**src/rtl/psync_pkg.sv**
```systemverilog
`timescale 1ns/1ps
package psync_pkg;

    typedef enum logic [3:0] {
        ST_IDLE,
        ST_FREQ,
        ST_EDIT,
        ST_FETCH_L,
        ST_FETCH_R,
        ST_SEND_A,
        ST_SEND_B,
        ST_HOLD,
        ST_DONE
    } psync_state_t;

    localparam logic [1:0] TGT_LEFT  = 2'b01;
    localparam logic [1:0] TGT_RIGHT = 2'b10;
    localparam logic [1:0] TGT_BOTH  = 2'b11;

endpackage

```
**src/rtl/psync_delay_calc.sv**
```systemverilog
`timescale 1ns/1ps
module psync_delay_calc #(
    parameter int OFS_W      = 8,
    parameter int COMP_US    = 14,
    parameter int CLK_PER_US = 200,
    parameter int CNT_W      = 16
) (
    input  logic [OFS_W-1:0] phase_ofs,
    output logic [CNT_W-1:0] load_val
);
    localparam logic [OFS_W:0] COMP_EXT = (OFS_W+1)'(COMP_US);

    logic [OFS_W:0]   sum_ext;
    logic [OFS_W-1:0] delay_us;

    always_comb begin
        sum_ext  = {1'b0, phase_ofs} + COMP_EXT;
        delay_us = sum_ext[OFS_W] ? '1 : sum_ext[OFS_W-1:0];
        load_val = CNT_W'(delay_us) * CNT_W'(CLK_PER_US) - CNT_W'(1);
    end
endmodule

```
**src/rtl/psync_wait_timer.sv**
```systemverilog
`timescale 1ns/1ps
module psync_wait_timer #(
    parameter int CNT_W = 16
) (
    input  logic             clk,
    input  logic             rst_n,
    input  logic             load,
    input  logic [CNT_W-1:0] load_val,
    output logic             expired
);
    logic [CNT_W-1:0] cnt_q;

    always_ff @(posedge clk or negedge rst_n) begin
        if (!rst_n) begin
            cnt_q <= '0;
        end else if (load) begin
            cnt_q <= load_val;
        end else if (cnt_q != '0) begin
            cnt_q <= cnt_q - CNT_W'(1);
        end
    end

    assign expired = (cnt_q == '0);
endmodule

```
**src/rtl/psync_ctrl_edit.sv**
```systemverilog
`timescale 1ns/1ps
module psync_ctrl_edit #(
    parameter int DATA_W   = 8,
    parameter int TEST_BIT = 3,
    parameter int GATE_BIT = 0
) (
    input  logic [DATA_W-1:0] img_in,
    input  logic              lead_mode,
    input  logic              voice_req,
    output logic [DATA_W-1:0] img_out,
    output logic              touch
);
    for (genvar b = 0; b < DATA_W; b++) begin : g_bit
        if (b == TEST_BIT) begin : g_test
            assign img_out[b] = 1'b0;
        end else if (b == GATE_BIT) begin : g_gate
            assign img_out[b] = img_in[b] | voice_req;
        end else begin : g_keep
            assign img_out[b] = img_in[b];
        end
    end

    assign touch = lead_mode | voice_req;
endmodule

```
**src/rtl/psync_seq.sv**
```systemverilog
`timescale 1ns/1ps
module psync_seq
    import psync_pkg::*;
#(
    parameter int VOICES       = 3,
    parameter int DATA_W       = 8,
    parameter int ADDR_W       = 5,
    parameter int OFS_W        = 8,
    parameter int VOICE_STRIDE = 7,
    parameter int CTRL_OFS     = 4,
    parameter int TEST_BIT     = 3,
    parameter int GATE_BIT     = 0,
    parameter int COMP_US      = 14,
    parameter int CLK_PER_US   = 200
) (
    input  logic                          clk,
    input  logic                          rst_n,
    input  logic [2*VOICES-1:0]           sync_req,
    input  logic [1:0]                    engine_sel,
    input  logic [OFS_W-1:0]              phase_ofs,
    output logic                          job_valid,
    output logic [1:0]                    job_target,
    output logic [ADDR_W-1:0]             job_addr,
    output logic [DATA_W-1:0]             job_data,
    input  logic                          job_ack,
    output logic [$clog2(2*VOICES)-1:0]   rf_addr,
    input  logic [DATA_W-1:0]             rf_rdata,
    output logic                          rf_we,
    output logic [DATA_W-1:0]             rf_wdata,
    output logic                          req_clr,
    output logic                          rescan_req
);
    localparam int MASK_W    = 2 * VOICES;
    localparam int IDX_W     = $clog2(MASK_W);
    localparam int VOICE_W   = (VOICES > 1) ? $clog2(VOICES) : 1;
    localparam int FREQ_JOBS = 2 * VOICES;
    localparam int CNT_W     = $clog2(((1 << OFS_W) - 1) * CLK_PER_US + 1);
    localparam logic [DATA_W-1:0] FREQ_FILL = '1;

    psync_state_t state_q, state_d;

    logic [MASK_W-1:0]  mask_q;
    logic               lead_q;
    logic [OFS_W-1:0]   ofs_q;
    logic [IDX_W-1:0]   idx_q;
    logic [VOICE_W-1:0] voice_q;
    logic [DATA_W-1:0]  img_l_q;
    logic [DATA_W-1:0]  img_r_q;

    logic               images_equal;
    logic               voice_last;
    logic               idx_last_freq;
    logic               idx_last_edit;
    logic               voice_finished;
    logic               timer_load;
    logic               timer_expired;
    logic [CNT_W-1:0]   timer_val;
    logic               edit_req_bit;
    logic [DATA_W-1:0]  edit_img;
    logic               edit_touch;

    assign images_equal  = (img_l_q == img_r_q);
    assign voice_last    = (voice_q == VOICE_W'(VOICES - 1));
    assign idx_last_freq = (idx_q == IDX_W'(FREQ_JOBS - 1));
    assign idx_last_edit = (idx_q == IDX_W'(MASK_W - 1));
    assign edit_req_bit  = ((mask_q >> idx_q) & MASK_W'(1)) != '0;

    assign voice_finished = job_ack &&
        (((state_q == ST_SEND_A) && images_equal) || (state_q == ST_SEND_B));
    assign timer_load = voice_finished && !voice_last && lead_q;

    psync_delay_calc #(
        .OFS_W     (OFS_W),
        .COMP_US   (COMP_US),
        .CLK_PER_US(CLK_PER_US),
        .CNT_W     (CNT_W)
    ) u_delay (
        .phase_ofs(ofs_q),
        .load_val (timer_val)
    );

    psync_wait_timer #(
        .CNT_W(CNT_W)
    ) u_timer (
        .clk     (clk),
        .rst_n   (rst_n),
        .load    (timer_load),
        .load_val(timer_val),
        .expired (timer_expired)
    );

    psync_ctrl_edit #(
        .DATA_W  (DATA_W),
        .TEST_BIT(TEST_BIT),
        .GATE_BIT(GATE_BIT)
    ) u_edit (
        .img_in   (rf_rdata),
        .lead_mode(lead_q),
        .voice_req(edit_req_bit),
        .img_out  (edit_img),
        .touch    (edit_touch)
    );

    // State register
    always_ff @(posedge clk or negedge rst_n) begin
        if (!rst_n) begin
            state_q <= ST_IDLE;
        end else begin
            state_q <= state_d;
        end
    end

    // Next-state decision
    always_comb begin
        state_d = state_q;
        unique case (state_q)
            ST_IDLE: begin
                if (sync_req != '0) begin
                    state_d = (engine_sel == 2'd0) ? ST_FREQ : ST_EDIT;
                end
            end
            ST_FREQ: begin
                if (job_ack && idx_last_freq) begin
                    state_d = ST_EDIT;
                end
            end
            ST_EDIT: begin
                if (idx_last_edit) begin
                    state_d = ST_FETCH_L;
                end
            end
            ST_FETCH_L: state_d = ST_FETCH_R;
            ST_FETCH_R: state_d = ST_SEND_A;
            ST_SEND_A, ST_SEND_B: begin
                if (job_ack) begin
                    if ((state_q == ST_SEND_A) && !images_equal) begin
                        state_d = ST_SEND_B;
                    end else if (voice_last) begin
                        state_d = ST_DONE;
                    end else if (lead_q) begin
                        state_d = ST_HOLD;
                    end else begin
                        state_d = ST_FETCH_L;
                    end
                end
            end
            ST_HOLD: begin
                if (timer_expired) begin
                    state_d = ST_FETCH_L;
                end
            end
            ST_DONE: state_d = ST_IDLE;
            default: state_d = ST_IDLE;
        endcase
    end

    // Sequence context registers
    always_ff @(posedge clk or negedge rst_n) begin
        if (!rst_n) begin
            mask_q  <= '0;
            lead_q  <= 1'b0;
            ofs_q   <= '0;
            idx_q   <= '0;
            voice_q <= '0;
            img_l_q <= '0;
            img_r_q <= '0;
        end else begin
            unique case (state_q)
                ST_IDLE: begin
                    if (sync_req != '0) begin
                        mask_q  <= sync_req;
                        lead_q  <= (engine_sel == 2'd0);
                        ofs_q   <= phase_ofs;
                        idx_q   <= '0;
                        voice_q <= '0;
                    end
                end
                ST_FREQ: begin
                    if (job_ack) begin
                        idx_q <= idx_last_freq ? '0 : idx_q + IDX_W'(1);
                    end
                end
                ST_EDIT: begin
                    idx_q <= idx_last_edit ? '0 : idx_q + IDX_W'(1);
                end
                ST_FETCH_L: img_l_q <= rf_rdata;
                ST_FETCH_R: img_r_q <= rf_rdata;
                ST_SEND_A, ST_SEND_B: begin
                    if (voice_finished && !voice_last) begin
                        voice_q <= voice_q + VOICE_W'(1);
                    end
                end
                default: ;
            endcase
        end
    end

    // Outputs
    always_comb begin
        job_valid  = 1'b0;
        job_target = TGT_BOTH;
        job_addr   = '0;
        job_data   = '0;
        rf_addr    = '0;
        rf_we      = 1'b0;
        rf_wdata   = '0;
        req_clr    = 1'b0;
        rescan_req = 1'b0;
        unique case (state_q)
            ST_FREQ: begin
                job_valid  = 1'b1;
                job_target = TGT_BOTH;
                job_addr   = ADDR_W'(idx_q >> 1) * ADDR_W'(VOICE_STRIDE)
                           + ADDR_W'(idx_q[0]);
                job_data   = FREQ_FILL;
            end
            ST_EDIT: begin
                rf_addr  = idx_q;
                rf_we    = edit_touch;
                rf_wdata = edit_img;
            end
            ST_FETCH_L: rf_addr = IDX_W'(voice_q);
            ST_FETCH_R: rf_addr = IDX_W'(VOICES) + IDX_W'(voice_q);
            ST_SEND_A: begin
                job_valid  = 1'b1;
                job_target = images_equal ? TGT_BOTH : TGT_LEFT;
                job_addr   = ADDR_W'(voice_q) * ADDR_W'(VOICE_STRIDE)
                           + ADDR_W'(CTRL_OFS);
                job_data   = img_l_q;
            end
            ST_SEND_B: begin
                job_valid  = 1'b1;
                job_target = TGT_RIGHT;
                job_addr   = ADDR_W'(voice_q) * ADDR_W'(VOICE_STRIDE)
                           + ADDR_W'(CTRL_OFS);
                job_data   = img_r_q;
            end
            ST_DONE: begin
                req_clr    = 1'b1;
                rescan_req = lead_q;
            end
            default: ;
        endcase
    end
endmodule

```
**config.mk**
```make
export PLATFORM = sky130hd
export DESIGN_NAME = psync_seq
export DESIGN_NICKNAME = d
export VERILOG_FILES = /design/src/rtl/psync_pkg.sv /design/src/rtl/psync_delay_calc.sv /design/src/rtl/psync_wait_timer.sv /design/src/rtl/psync_ctrl_edit.sv /design/src/rtl/psync_seq.sv
export SDC_FILE = /design/constraint.sdc
export NUM_CORES = 1
export LEC_CHECK = 0
export ABC_AREA = 1
export BUFFER_PORTS_ARGS = -buffer_cell sky130_fd_sc_hd__buf_2
export CELL_PAD_IN_SITES_DETAIL_PLACEMENT = 0
export CELL_PAD_IN_SITES_GLOBAL_PLACEMENT = 1
export CORE_AREA = 2 2 91 180
export CTS_BUF_LIST = sky130_fd_sc_hd__clkbuf_4
export DETAILED_ROUTE_END_ITERATION = 10
export DIE_AREA = 0 0 93 182
export PLACE_DENSITY_LB_ADDON = 0.1
export SLEW_MARGIN = 20
export SYNTH_ARGS = -nofsm -noshare
export SYNTH_HDL_FRONTEND = slang
export SYNTH_SLANG_ARGS = --single-unit
export TNS_END_PERCENT = 100
```
**constraint.sdc**
```tcl
create_clock -name clk -period 6.4 [get_ports clk]
set_input_delay 0.96 -clock clk [delete_from_list [all_inputs] [get_ports clk]]
set_output_delay 0.96 -clock clk [all_outputs]
set_load 0.005 [all_outputs]
```
## After elaboration in Yosys (flattened, before gate mapping)

Cells that the tools add are included.

| word-level totals | value |
|---|---|
| output and inout port bits | 30 |
| register bits after elaboration | 56 |
| word-level logic and storage cells | 94 |
| input bits | 27 |

| operators by class | value |
|---|---|
| multipliers | 3 |
| eq/ne operators | 18 |
| shift-type cells | 1 |
| $add $sub $neg | 8 |
| muxes and demuxes | 30 |
| bitwise operators | 2 |
| reduce and logical (&&, ||, !) cells | 23 |

Operator list:

| cell | number |
|---|---|
| $mux W16 | 2 |
| $sub A16 B1 Y16 const B | 2 |
| $mux W4 | 7 |
| $pmux W4 S7 | 1 |
| $pmux W8 S3 | 1 |
| $pmux W3 S3 | 2 |
| $eq A4 B3 Y1 const B | 4 |
| $logic_not A16 Y1 | 1 |
| $mux W8 | 2 |
| $reduce_bool A16 Y1 | 1 |
| $mul A8 B5 Y13 const B | 1 |
| $mux W3 | 4 |
| $mul A2 B3 Y5 const B | 2 |
| $ne A2 B2 Y1 const B | 5 |
| $pmux W5 S2 | 1 |
| $add A8 B4 Y9 const B | 1 |
| $eq A4 B2 Y1 const B | 2 |
| $eq A8 B8 Y1 | 1 |
| $mux W2 | 4 |
| $pmux W2 S2 | 2 |
| $logic_and A1 B1 Y1 | 6 |
| $reduce_and A3 Y1 | 2 |
| $reduce_bool A6 Y1 | 1 |
| $shr A6 B3 Y1 | 1 |
| 22 further kinds | 29 |

## Longest topological paths before layout

Gate-level depths: netlist (run 1).

| logic depth | value |
|---|---|
| depth in word-level cells | 7 |
| gate-level depth with buffers | 25 |
| mapped depth without buffers | 25 |

## By module

Synthesis (run 1) repeated with hierarchy kept, for this count alone.

| second synthesis, totals | value |
|---|---|
| cell total of the unflattened synthesis | 700 |
| area, all modules | 4941.0 um^2 |

By module, submodules not included:

| module | area each (um^2) | cells an instance | seq. area each (um^2) | instances |
|---|---|---|---|---|
| psync_seq | 2433.6 | 323 | 1001.0 | 1 |
| psync_delay_calc | 1247.4 | 197 | 0.0 | 1 |
| psync_wait_timer | 1184.9 | 167 | 400.4 | 1 |
| psync_ctrl_edit | 75.1 | 13 | 0.0 | 1 |

## Worst setup path before layout (run 1)

No wires, ideal clock.

| timing path | value |
|---|---|
| path type | reg2reg |
| from | reg ofs_q[1] |
| to | reg u_timer.cnt_q[14] |
| buffers on the path | 0 |
| data required time | 6287 ps |
| data arrival time | 3484 ps |
| cell stages (with the launch flop) | 24 |
| clock period less this slack | 3597 ps |
| slack | 2803 ps |
| library setup time | 113 ps |
| cell sequence | dfrtp_1 -> inv_1 -> nand3_1 -> nand2_2 -> inv_1 -> nor2_1 -> nand2_1 -> ha_1 -> ha_1 -> inv_1 -> fa_1 -> inv_1 -> ha_1 -> or2_2 -> nand3_1 -> nand2_1 -> nand2_1 -> nand2_1 -> nor2_1 -> nand3_1 -> nand2_1 -> nand3_1 -> nand2_1 -> inv_1 |

| between the ends | value |
|---|---|
| word-level cells in the longest chain between the ends | 5 |

Ends and longest elaborated chain:

| what | line | text |
|---|---|---|
| start, declared | psync_seq.sv:44 | `logic [OFS_W-1:0] ofs_q;` |
| start signal, assigned | psync_seq.sv:173 | `ofs_q <= phase_ofs;` |
| $add A8 B4 Y9 | psync_delay_calc.sv:17 | `sum_ext = {1'b0, phase_ofs} + COMP_EXT;` |
| $mux W8 | psync_delay_calc.sv:18 | `delay_us = sum_ext[OFS_W] ? '1 : sum_ext[OFS_W-1:0];` |
| $mul A8 B5 Y13 | psync_delay_calc.sv:19 | `load_val = CNT_W'(delay_us) * CNT_W'(CLK_PER_US) - CNT_W'(1);` |
| $sub A16 B1 Y16 | psync_delay_calc.sv:19 |  |
| $mux W16 | psync_wait_timer.sv:16 | `end else if (load) begin` |
| end signal, assigned | psync_wait_timer.sv:17 | `cnt_q <= load_val;` |
| end signal, assigned | psync_wait_timer.sv:19 | `cnt_q <= cnt_q - CNT_W'(1);` |
| end, declared | psync_wait_timer.sv:11 | `logic [CNT_W-1:0] cnt_q;` |

Every way passes these cells.
A chain may end at the register's enable or synchronous reset.

## Worst setup path after layout (run 1)

Same ends and word-level chain as after synthesis.

==> impl_metrics.env, run 1 <==
export IMPL_post_drt_wl_per_cell_um=13.2
export IMPL_grt_use_total_pct=14.8
export IMPL_path_class="reg -> reg"
export IMPL_cp_required_ps=6720
export IMPL_syn_num_nets=716
export IMPL_period_minus_slack_ps=3960
export IMPL_startpoint="ofs_q[1]"
export IMPL_synth_compound_area_share_pct=11.7
export IMPL_start_util_pct=29.2
export IMPL_r2r_slack_ps=2440
export IMPL_synth_ff_type="dfrtp_1"
export IMPL_maxSlewViolCount=0
export IMPL_num_vias=4111
export IMPL_cp_end_kind="register"
export IMPL_cts_buffers=5
export IMPL_overflow=0
export IMPL_clkTransAtPathRegs_ps=180
export IMPL_die_x_um=93
export IMPL_postRouteWirelength_mm=11.9
export IMPL_fmax_mhz=253
export IMPL_cpMostUsedCell="nand2_1"
export IMPL_syn_inst=643
export IMPL_hpwlAfterDp_mm=9.30
export IMPL_hold_buffers=0
export IMPL_synth_xor_area_share_pct=3.85
export IMPL_synth_edf_count=0
export IMPL_cp_slowest_stage_delay_ps=500
export IMPL_drt_antenna_violating_nets=0
export IMPL_grt_max_degree=57
export IMPL_clock_skew_final_ps=6.65
export IMPL_min_from="mask_q[1]"
export IMPL_clk_path_buf_depth=2
export IMPL_synth_seq_cells=56
export IMPL_yosys_warnings=0
export IMPL_setup_violations_final=0
export IMPL_clk_latency_ps=400
export IMPL_most_common_layout_cells="nand2_1 (179), inv_1 (95), nor2_1 (64)"
export IMPL_yosysSeqAreaShare_pct=30.8
export IMPL_first_pass_iters=4
export IMPL_startpoint_type="register"
export IMPL_tightestPinTransition_ps=768
export IMPL_post_cts_setup_buffers=0
export IMPL_finalSetupTns_ps=0
export IMPL_root_buffer="clkbuf_4"
export IMPL_r2r_start="ofs_q[1]"
export IMPL_hold_class="reg -> reg"
export IMPL_num_rows=65
export IMPL_grt_pass1_wl_mm=20.3
export IMPL_cts_resized=0
export IMPL_worst_r2r_endpoint="u_timer.cnt_q[14]"
export IMPL_maxCapViolCount=0
export IMPL_avgSynthCellArea_um2=7.08
export IMPL_drt_iter0_markers=196
export IMPL_cp_depth=23
export IMPL_antenna_found_initial=1
export IMPL_grt_pass1_vias=4151
export IMPL_routabilityCongestion=0.785
export IMPL_relSlewSlack_pct=48.8
export IMPL_nNetsFinal=769
export IMPL_synth_area_mux_share_pct=0
export IMPL_synthArstFlopShare_pct=100
export IMPL_cts_sinks=56
export IMPL_core_mm2=0.0156
export IMPL_avgViaCountPerCell=4.57
export IMPL_crit_path_cell_trace="inv_1 -> nand3_1 -> nand2_2 -> inv_1 -> nor2_1 -> nand2_1 -> ha_1 -> ha_1 -> inv_1 -> fa_1 -> inv_1 -> ha_1 -> or2_2 -> nand3_1 -> nand2_1 -> nand2_1 -> nand2_1 -> nor2_1 -> nand3_1 -> nand2_1 -> nand3_1 -> nand2_1 -> inv_1"
export IMPL_hold_viol_final=0
export IMPL_crit_slowest_cell="fa_1"
export IMPL_critical_path_buf_inv_count=5
export IMPL_drive_gt1_share_pct=12.9
export IMPL_drc=0
export IMPL_syn_area_mm2=0.00455
export IMPL_cts_max_level=2
export IMPL_area_delta_synth_final_pct=11.7
export IMPL_synth_fa_ha_area_share_pct=13.5
export IMPL_io_pins=57
export IMPL_synth_simple_gate_area_share_pct=30.3
export IMPL_status="complete, no violations"
export IMPL_io_buffers=55
export IMPL_die_area_mm2=0.0169
export IMPL_ff2ff_path_depth=23
export IMPL_critPathTopFamily="simple AND/OR/NAND/NOR gates"
export IMPL_cp_arrival_ps=4280
export IMPL_worstSetupEndpoint="u_timer.cnt_q[14]"
export IMPL_crit_fanout=9
export IMPL_die_h_um=182
export IMPL_cts_tree="yes"
export IMPL_ys_types=48
export IMPL_synth_top_family_by_area="simple AND/OR/NAND/NOR gates"
export IMPL_rsz0062_at_grt="no"
export IMPL_fin_crit_sh_pct=61.8
export IMPL_final_common_cell="nand2_1"
[metal layers]
metal | up-vias | share of wire [%] | GRT usage [%] | routed length, um
met1 | 1885 | 48 | 20.1 | 5730
li1 | 2158 | - | - | -
met3 | 7 | 2.8 | 1.62 | 337
met5 | - | 0 | 0 | 0
met2 | 61 | 48 | 25.0 | 5660
met4 | 0 | 1.2 | 3.47 | 146
[through the flow]
stage / area [um2] / setup slack (ps) / cells / hold slack [ps] / util (%)
floorplan: 4550 / 2800 / 643 / 437 / -
global placement: 5020 / 2510 / 890 / 465 / 32.2
detailed placement: 5020 / 2430 / 890 / 464 / 32.2
CTS: 5080 / 2400 / 898 / 507 / 32.6
global route: 5090 / 1940 / 899 / 535 / 32.6
finish: 5090 / 2440 / 899 / 502 / 32.6
[synthesized netlist by cell type (4+ instances only)]
| master | n | share of area, % |
|---|---|---|
| a21oi_2 | 4 | 0.77 |
| nand3_1 | 46 | 5.1 |
| fa_1 | 5 | 2.2 |
| o22ai_1 | 5 | 0.69 |
| nand2_1 | 179 | 15 |
| or2_2 | 4 | 0.55 |
| o21ai_0 | 49 | 5.4 |
| xnor2_1 | 9 | 1.7 |
| nor2_1 | 64 | 5.3 |
| xor2_1 | 11 | 2.1 |
| ha_1 | 41 | 11 |
| a21oi_1 | 12 | 1.3 |
| clkbuf_1 | 6 | 0.49 |
| dfrtp_1 | 56 | 31 |
| inv_2 | 5 | 0.41 |
| nand4_1 | 6 | 0.82 |
| o221ai_1 | 4 | 0.77 |
| inv_1 | 95 | 7.8 |
[state kept, by name, summed over array words and instances (netlist names)]
name	count
idx_q	3
img_l_q	8
img_r_q	8
lead_q	1
mask_q	6
ofs_q	8
state_q	4
u_timer.cnt_q	16
voice_q	2
[cell type report]
type,instances,area [um2]
antenna,1,2.50
clock buffer,5,37.5
clock inverter,3,22.5
fill,1819,10500
inverter,102,385
multi-input combinational,475,2700
sequential,56,1400
tap,201,251
timing repair buffer,56,283
[cell families after synthesis]
kind of cell             count (synthesis)
AO/OA/AOI/OAI                           90
XOR/XNOR                                20
adder cells (fa/ha/maj)                 46
buffers and inverters                  112
flip-flops                              56
other                                    1
AND/OR/NAND/NOR                        318
[worst min-delay path by stage]
| stage | endpoint | slack (ps) | cells past startpoint |
|---|---|---|---|
| finish | mask_q[1] | 500 | 2 |
| CTS | mask_q[1] | 510 | 2 |
| global route | mask_q[1] | 530 | 2 |
| global placement | u_timer.cnt_q[0] | 470 | 2 |
| detailed placement | mask_q[1] | 460 | 2 |
| floorplan | mask_q[2] | 440 | 2 |
[tightest hold or removal path: cells and delay by family, from the launching register on]
family | cells | cell delay, ps
DFF | 1 | 380
and+or+nand+nor | 2 | 110
Power of run 1 is not shown: default switching activity piles up to over one toggle a cycle in this logic, so the estimate is an artifact.
==> inputs of run 2 (changes only) <==
- clock period: 6.4 -> 4.1 ns (I/O delays scaled with it)
==> impl_metrics.env, run 2 (same netlist as run 1, synthesis figures left out) <==
export IMPL_largest_reg_flops=16
export IMPL_clock_skew_final_ps=15.3
export IMPL_fillers=1807
export IMPL_clkTransAtPathRegs_ps=190
export IMPL_die_area_mm2=0.0169
export IMPL_hpwlAfterDp_mm=9.36
export IMPL_hold_class="in -> async"
export IMPL_avgViaCountPerCell=4.53
export IMPL_final_common_cell="nand2_1"
export IMPL_grt_use_total_pct=14.6
export IMPL_root_buffer="clkbuf_4"
export IMPL_period_minus_slack_ps=3690
export IMPL_core_mm2=0.0156
export IMPL_path_class="reg -> reg"
export IMPL_most_common_layout_cells="nand2_1 (179), inv_1 (95), nor2_1 (63)"
export IMPL_postRouteWirelength_mm=11.9
export IMPL_cp_required_ps=4410
export IMPL_drc=0
export IMPL_startpoint="ofs_q[1]"
export IMPL_drive_gt1_share_pct=14.1
export IMPL_startpoint_type="register"
export IMPL_post_drt_wl_per_cell_um=13.1
export IMPL_hold_buffers=0
export IMPL_num_vias=4097
export IMPL_die_h_um=182
export IMPL_cp_end_kind="register"
export IMPL_maxSlewViolCount=0
export IMPL_r2r_slack_ps=410
export IMPL_hold_viol_final=0
export IMPL_area_delta_synth_final_pct=12.8
export IMPL_grt_max_degree=34
export IMPL_cts_sinks=56
export IMPL_cp_arrival_ps=4000
export IMPL_rsz0062_at_grt="no"
export IMPL_tightestPinTransition_ps=744
export IMPL_overflow=0
export IMPL_io_pins=57
export IMPL_fin_crit_sh_pct=90.0
export IMPL_first_pass_iters=4
export IMPL_fmax_mhz=271
export IMPL_finalSetupTns_ps=0
export IMPL_cts_buffers=5
export IMPL_cts_max_level=2
export IMPL_io_buffers=55
export IMPL_use_met2_pct=24.5
export IMPL_nNetsFinal=774
export IMPL_maxCapViolCount=0
export IMPL_gr_usage_met1_pct=20.3
export IMPL_routabilityCongestion=0.773
export IMPL_drt_antenna_violating_nets=0
export IMPL_clk_latency_ps=400
export IMPL_grt_pass1_vias=4037
export IMPL_die_x_um=93
export IMPL_regMostFlops="u_timer.cnt_q"
export IMPL_use_met3_pct=1.49
export IMPL_antenna_found_initial=1
export IMPL_status="complete, no violations"
export IMPL_setup_violations_final=0
export IMPL_r2r_start="ofs_q[1]"
export IMPL_start_util_pct=29.2
export IMPL_cts_tree="yes"
export IMPL_drt_iter0_markers=142
export IMPL_clk_path_buf_depth=2
export IMPL_crit_fanout=4
export IMPL_num_rows=65
export IMPL_grt_pass1_wl_mm=19.9
export IMPL_relSlewSlack_pct=50.3
export IMPL_grt_busiest_layer="met2"
[run 2: through the flow]
stage          area (um2)  util (%)  hold slack (ps)  setup WS, ps  std cells
6_report             5140      32.9              180           412        904
5_1_grt              5140      32.9              210          3.17        904
4_1_cts              5110      32.8              187           243        902
3_5_place_dp         5050      32.4              467           294        894
3_3_place_gp         5050      32.4              465           330        894
2_1_floorplan        4550         -              319           503        643
[run 2: worst max-delay path, stage by stage (launching register included)]
cell     delay, ps
dfrtp_1        430
inv_1          110
nand3_2        120
nand2_2         80
inv_1           50
nor2_1          70
nand2_1        100
ha_1           310
ha_1           280
inv_1           50
fa_1           490
inv_1           40
ha_1           330
or2_2          340
nand3_1        140
nand2_1         80
nand2_1         60
nand2_1         80
nor2_2         120
nand3_1         80
nand2_1         70
nand3_1         70
nand2_1         60
inv_1           40
[run 2: what timing repair did]
item | in CTS | in global routing
hold endpoints to repair | 0 | 0
setup buffers | 0 | 1
resized for setup | 0 | 4
setup endpoints to repair | 0 | 4
[run 2: path summary, 6_finish.rpt]
kind,endpoint,depth (start not counted)
setup reg to reg,u_timer.cnt_q[14],23
setup / recovery,u_timer.cnt_q[14],23
min in group clk,ofs_q[7],3
hold / removal,u_timer.cnt_q[2],1
hold reg to reg,mask_q[1],2
max in group asynchronous,ofs_q[4],2
[run 2: cell type report]
cell class	count	area [um2]	area share (%)
multi-input cells	475	2710	52.8
flip-flops and latches	56	1400	27.3
inverters	102	385	7.50
repair buffers	61	320	6.24
well taps	201	251	4.90
clock buffers	6	45.0	0.877
clock inverters	2	16.3	0.317
diodes	1	2.50	0.0487
[run 2: metal layers]
layer / vias to the layer above / part of all wire [%]
li1: 2164 / -
met1: 1869 / 49
met5: - / 0
met2: 58 / 48
met3: 6 / 2.3
met4: 0 / 0.98
Power of run 2 is left out for the same reason.
==> inputs of run 3 (changes only) <==
- GPL_TIMING_DRIVEN: unset -> 0
==> impl_metrics.env, run 3 (same netlist as run 1, synthesis figures left out) <==
export IMPL_maxCapViolCount=0
export IMPL_die_h_um=182
export IMPL_cp_arrival_ps=4090
export IMPL_num_rows=65
export IMPL_status="complete, no violations"
export IMPL_drive_gt1_share_pct=15.2
export IMPL_maxSlewViolCount=0
export IMPL_placedCellCount=899
export IMPL_hold_viol_final=0
export IMPL_first_pass_iters=5
export IMPL_cp_end_kind="register"
export IMPL_drt_antenna_violating_nets=0
export IMPL_tightestPinTransition_ps=765
export IMPL_cp_required_ps=4430
export IMPL_clk_path_buf_depth=2
export IMPL_grt_max_degree=57
export IMPL_crit_slowest_cell="fa_1"
export IMPL_cts_sinks=56
export IMPL_startpoint_type="register"
export IMPL_start_util_pct=29.2
export IMPL_post_drt_wl_per_cell_um=13.2
export IMPL_nNetsFinal=784
export IMPL_relSlewSlack_pct=49.0
export IMPL_io_pins=57
export IMPL_stdcell_count=913
export IMPL_core_mm2=0.0156
export IMPL_num_vias=4156
export IMPL_period_minus_slack_ps=3750
export IMPL_rsz0062_at_grt="no"
export IMPL_setup_violations_final=0
export IMPL_root_buffer="clkbuf_4"
export IMPL_die_area_mm2=0.0169
export IMPL_hpwlAfterDp_mm=9.33
export IMPL_cts_max_level=2
export IMPL_final_common_cell="nand2_1"
export IMPL_antenna_found_initial=1
export IMPL_fin_crit_sh_pct=91.6
export IMPL_die_x_um=93
export IMPL_finalSetupTns_ps=0
export IMPL_cp_slowest_stage_delay_ps=530
export IMPL_area_delta_synth_final_pct=15.0
export IMPL_regMostFlops="u_timer.cnt_q"
export IMPL_io_buffers=55
export IMPL_most_common_layout_cells="nand2_1 (178), inv_1 (95), nor2_1 (61)"
export IMPL_clkTransAtPathRegs_ps=170
export IMPL_postRouteWirelength_mm=12.1
export IMPL_grt_use_total_pct=14.6
export IMPL_clock_skew_final_ps=11.0
export IMPL_cts_tree="yes"
export IMPL_drc=0
export IMPL_routabilityCongestion=0.747
export IMPL_avgViaCountPerCell=4.55
export IMPL_clk_latency_ps=400
export IMPL_path_class="reg -> reg"
export IMPL_hold_class="in -> async"
export IMPL_grt_pass1_wl_mm=19.9
export IMPL_largest_reg_flops=16
export IMPL_overflow=0
export IMPL_grt_pass1_vias=3956
export IMPL_crit_path_cell_trace="inv_1 -> nand3_2 -> nand2_4 -> inv_1 -> nor2_1 -> inv_1 -> ha_1 -> ha_1 -> ha_1 -> inv_1 -> fa_1 -> inv_1 -> nor2_1 -> nand2_1 -> nor2_1 -> nand2_1 -> nor2_2 -> nand2_1 -> nand2_1 -> nand2_1 -> a21oi_1"
export IMPL_fmax_mhz=266
export IMPL_drt_iter0_markers=154
export IMPL_cts_buffers=5
export IMPL_crit_fanout=5
export IMPL_r2r_slack_ps=350
[run 3: cell count changes in the layout (fill, tap and decap cells not counted), sizes merged]
cell    before  now
inv        101  102
clkinv       2    1
buf         61   65
clkbuf       6   11
[run 3: layout make-up]
type                    instances  area, um2
fillers                      1781      10400
diodes                          1       2.50
clock inverters                 2       16.3
well taps                     201        251
flip-flops and latches         56       1400
clock buffers                   5       37.5
inverters                     102        385
multi-input cells             475       2760
plain buffers                  10       63.8
repair buffers                 61        323
[run 3: final timing paths]
check | from | end | depth (start not counted)
setup / recovery | ofs_q[1] | u_timer.cnt_q[15] | 21
hold / removal | rst_n | u_timer.cnt_q[13] | 1
setup reg to reg | ofs_q[1] | u_timer.cnt_q[15] | 21
hold reg to reg | mask_q[2] | mask_q[2] | 2
max in group asynchronous | rst_n | ofs_q[4] | 1
min in group clk | phase_ofs[4] | ofs_q[4] | 3
[run 3: routing by layer]
| metal | vias to the layer above | wire [um] | track usage, % |
|---|---|---|---|
| li1 | 2185 | - | - |
| met1 | 1912 | 6050 | 20.9 |
| met2 | 53 | 5630 | 23.5 |
| met3 | 6 | 292 | 1.70 |
| met4 | 0 | 115 | 3.18 |
| met5 | - | 0 | 0 |
[run 3: what timing repair did]
item | 4_1_cts | 5_1_grt
setup endpoints to repair | 0 | 6
hold buffers | 0 | 0
buffers inserted | 0 | 6
gates resized for setup | 0 | 11
[run 3: per-stage QoR]
step / cell area [um2] / hold slack [ps] / util [%] / setup WS, ps
floorplan: 4550 / 319 / - / 503
global placement: 5080 / 459 / 32.5 / 63.9
global route: 5240 / 306 / 33.5 / 41.1
detailed placement: 5080 / 465 / 32.5 / 54.9
finish: 5240 / 264 / 33.5 / 345
CTS: 5140 / 283 / 32.9 / 0.868
[run 3: critical path: cells and delay by family, from the launching register on]
kind                     cells  cell delay, ps
AO/OA/AOI/OAI                1             130
buffers and inverters        5             380
AND/OR/NAND/NOR             11            1470
adder cells (fa/ha/maj)      4            1300
flip-flops                   1             420
Power of run 3 is left out for the same reason.
